==> src/rtl/pit_rate_gen.sv <==
module pit_rate_gen #(
  parameter int RATE_W = 4,
  parameter int CNT_W  = 15
) (
  input  logic              clk,
  input  logic              rst_n,
  input  logic              tick32_en,
  input  logic [RATE_W-1:0] rate_code,
  input  logic              pie_en,
  input  logic              sqw_en,
  output logic              periodic_evt,
  output logic              sqw_pulse
);
  localparam logic [RATE_W-1:0] REMAP_OFS = RATE_W'(7);

  logic [CNT_W-1:0]  cnt;
  logic [CNT_W-1:0]  cnt_nxt;
  logic [CNT_W-1:0]  mask;
  logic [RATE_W-1:0] eff_code;
  logic [RATE_W-1:0] shamt;
  logic              run;
  logic              hit;

  assign eff_code = (rate_code == RATE_W'(1) || rate_code == RATE_W'(2))
                    ? rate_code + REMAP_OFS : rate_code;
  assign shamt    = eff_code - RATE_W'(1);
  assign mask     = (CNT_W'(1) << shamt) - CNT_W'(1);
  assign cnt_nxt  = cnt + CNT_W'(1);
  assign run      = (pie_en | sqw_en) && (rate_code != '0);
  assign hit      = tick32_en && run && ((cnt_nxt & mask) == '0);

  always_ff @(posedge clk) begin
    if (!rst_n) begin
      cnt          <= '0;
      periodic_evt <= 1'b0;
      sqw_pulse    <= 1'b0;
    end else begin
      if (tick32_en) cnt <= cnt_nxt;
      periodic_evt <= hit & pie_en;
      sqw_pulse    <= hit & sqw_en;
    end
  end
endmodule


==> config.mk <==
export PLATFORM = sky130hd
export DESIGN_NAME = pit_rate_gen
export DESIGN_NICKNAME = d
export VERILOG_FILES = /design/src/rtl/pit_rate_gen.sv
export SDC_FILE = /design/constraint.sdc
export NUM_CORES = 1
export LEC_CHECK = 0
export BUFFER_PORTS_ARGS = -buffer_cell sky130_fd_sc_hd__buf_2
export CORE_MARGIN = 10
export CORE_UTILIZATION = 50
export DETAILED_ROUTE_END_ITERATION = 10
export GPL_TIMING_DRIVEN = 0
export PLACE_DENSITY = 0.68
export SLEW_MARGIN = 20
export SYNTH_ARGS = -nofsm -noshare
export SYNTH_HDL_FRONTEND = slang
export SYNTH_SLANG_ARGS = --single-unit
==> constraint.sdc <==
create_clock -name clk -period 4 [get_ports clk]
set_input_delay 0.8 -clock clk [delete_from_list [all_inputs] [get_ports clk]]
set_output_delay 0.8 -clock clk [all_outputs]
set_load 0.05 [all_outputs]
==> results.json <==
{
  "status": "finished, final reports clean",
  "p_leak_nw": 0.6550,
  "numCtsBuffers": 3,
  "synth_warnings": 0,
  "drt-pass1-iter-count": 5,
  "finalCritPeriodShare_pct": 92.94,
  "clk_path_buf_depth": 2,
  "clock_sinks": 17,
  "synth-adder-area-share_pct": 4.141,
  "setup_viol": 0,
  "synth_cell_types": 56,
  "synth_common_cells": "xnor2_1 (21), nand2_1 (18), dfxtp_1 (17), o21ai_0 (15)",
  "area_growth_pct": 8.212,
  "drive_above_1_share_pct": 9.615,
  "tightest_slew_ps": 767.1,
  "synth_fp_nets": 262,
  "clock_skew_ps": 11.98,
  "path_max_fanout": 9,
  "combinationalPowerShare_pct": 32.2,
  "routabilityCongestion": 0.9724,
  "grt_max_degree": 11,
  "nFillCells": 364,
  "hp-class": "flip-flop to flip-flop",
  "synthMuxAreaShare_pct": 1.173,
  "avgSynthCellArea_sq_um": 7.340,
  "worstPathCellList": "buf_2 -> clkinvlp_4 -> ha_1 -> or2_2 -> nand3_1 -> nand4_1 -> ha_2 -> o22ai_1 -> a211oi_1 -> o21ai_0 -> a2111oi_1 -> o2111ai_1 -> nor3_1",
  "cp_slowest_stage_delay_ps": 390,
  "tns_ps": 0,
  "synth_area_leader_cell": "dfxtp_1",
  "path_class": "primary input to flip-flop",
  "crit_slowest_cell": "or2_2",
  "drc_errors": 0,
  "dieHeight_microns": 80.22,
  "antenna_found_initial": 0,
  "hp-start": "cnt[1]",
  "power_density_mw_per_mm2": 200.9,
  "synth_top_cell_area_share_pct": 18.77,
  "synth_edf_count": 0,
  "power_frac_clock_pct": 23.5,
  "maxCapViolCount": 0,
  "clk_latency_ps": 290,
  "syn_area_sq_mm": 0.001813,
  "drv_slew": 0,
  "port_buffers": 10,
  "ys_seq_area_share_pct": 18.77,
  "clockRootBuffer": "clkbuf_4",
  "synthesis.instances": 247,
  "cts_tree": "built",
  "boundaryPins": 11,
  "synthXorXnorAreaFrac_pct": 14.49,
  "synth_seq_cells": 17,
  "seqPwrFrac_pct": 44.3,
  "slew_headroom_pct": 48.32,
  "max_freq_mhz": 269.0,
  "grt.total_usage_pct": 15.04,
  "core_sq_mm": 0.003416,
  "timing.rr.start": "cnt[0]",
  "grt_setup_unrepaired": "false",
  "endpoint_kind": "flip-flop",
  "synth_top_family_by_area": "simple AND/OR/NAND/NOR gates",
  "ant_nets": 0,
  "p_sw_mw": 0.1393,
  "critPathLaunch": "rate_code[1]",
  "grt_overflow_total": 0,
  "htree_num_levels": 1,
  "drt-total-wl_microns": 4882,
  "clk_pin_slew_ps": 100,
  "hold_viol": 0,
  "vias": 1914,
  "cts_setup_buffers": 0,
  "antenna_cells": 0,
  "grt_pass1_vias": 1689,
  "fin_nets": 276,
  "core.rowCount": 21,
  "dp_hpwl_microns": 3736,
  "cp_data_arrival_time_ps": 3940,
  "synth_simple_gate_area_share_pct": 28.85,
  "die_w_microns": 80.22,
  "via_per_inst": 6.255,
  "synth-compound-area-share_pct": 27.40,
  "synth.most_common_cell": "xnor2_1",
  "start_util_pct": 53.08,
  "power_mw": 0.3942,
  "dr.first_iter.drc_count": 217,
  "synth_flop_cell": "dfxtp_1",
  "avgRoutedWirePerCell_microns": 15.95,
  "crit_path_start_kind": "primary input",
  "grt_pass1_wl_microns": 8100,
  "layout_min_cycle_time_ps": 3718,
  "ir_drop_uv": 178.3,
  "p_sw_share_pct": 35.33,
  "ys_top_cells_by_area": "dfxtp_1 (19%), xnor2_1 (10%), and2_1 (4.5%)",
  "die_area_sq_mm": 0.006434,
  "async_flop_share_pct": 0,
  "cp.required_ps": 4220,
  "p_int_mw": 0.2550
}
## path summary, 6_finish.rpt
| check | depth (start not counted) | to | slack [ps] |
|---|---|---|---|
| min | 2 | cnt[1] | 580 |
| max | 13 | sqw_pulse | 280 |
| min reg2reg | 2 | cnt[1] | 580 |
| max reg2reg | 8 | sqw_pulse | 1610 |
## flip-flops by register name, summed over array words and instances, names as in the netlist
| register | flops |
|---|---|
| cnt | 15 |
| periodic_evt | 1 |
| sqw_pulse | 1 |
## cell families after synthesis
logic type               count (synthesis)
AND/OR/NAND/NOR                         99
AO/OA/AOI/OAI                           70
XOR/XNOR                                30
buffers and inverters                   22
flip-flops                              17
adder cells (fa/ha/maj)                  6
multiplexers                             2
other                                    1
## final cells by class
cell class,instances,area [sq um],area share (%)
Multi-Input combinational cell,208,1395,71.11
Tap cell,46,57.56,2.934
Buffer,12,53.80,2.742
Timing Repair Buffer,10,50.05,2.551
Clock buffer,4,26.28,1.339
Inverter,9,38.79,1.977
Sequential cell,17,340.3,17.35
## stage by stage
step                utilization, %  area [sq um]  worst slack (ps)  std cells  hold WS [ps]
floorplan                        -          1813             312.3        247         532.8
global placement             56.23          1921            -695.2        303         560.2
detailed placement           56.23          1921            -684.1        303         565.7
CTS                          57.14          1952             41.23        307         580.2
global route                 57.44          1962             46.87        306         654.8
finish                       57.44          1962             282.4        306         577.5
## power by group through the flow
stage,clock [mW],sequential (mW),combinational [mW]
after floorplan,0,0.179,0.0856
after global placement,0,0.178,0.120
after detailed placement,0,0.178,0.120
after CTS,0.0967,0.175,0.121
after global routing,0.105,0.175,0.139
final,0.0928,0.175,0.127
## layer usage
layer,vias up,part of all wire [%],GRT usage [%]
met1,877,49,21.97
met2,90,41,21.27
met3,4,9.7,4.343
met4,0,0.33,2.289
met5,-,0,0
li1,943,-,-
## layout by cell type (no fill, tap or decap), types with 2 or more instances in the layout
cell type and n:
nand4_1 10, xnor2_1 21, inv_1 7, o211ai_1 4
a21o_1 2, o31ai_1 2, nor4_1 2, o21ai_0 15
nor2b_1 6, ha_1 4, nor2_1 11, o21ai_1 2
nand3_1 13, and2_1 13, ha_2 2, xor2_1 9
clkbuf_1 11, o22ai_1 4, nand2_1 18, buf_2 10
a311oi_1 3, dfxtp_1 17, a22oi_1 2, and3_1 5
a31oi_1 2, a32oi_1 2, nor3_1 11, a21oi_1 12
o21a_1 3, a211oi_1 3, clkbuf_4 3
## critical path, delay by kind of cell
family	cells	cell delay, ps
buffers and inverters	2	450
and+or+nand+nor	4	990
adders and majority gates	2	670
AOI/OAI and AO/OA	5	1030
## timing repair
| action | in CTS | in global routing |
|---|---|---|
| hold buffers | 0 | 0 |
| resized for setup | 3 | 4 |
| endpoints found under the setup margin | 2 | 2 |
Power figures use the tool's default switching activity.
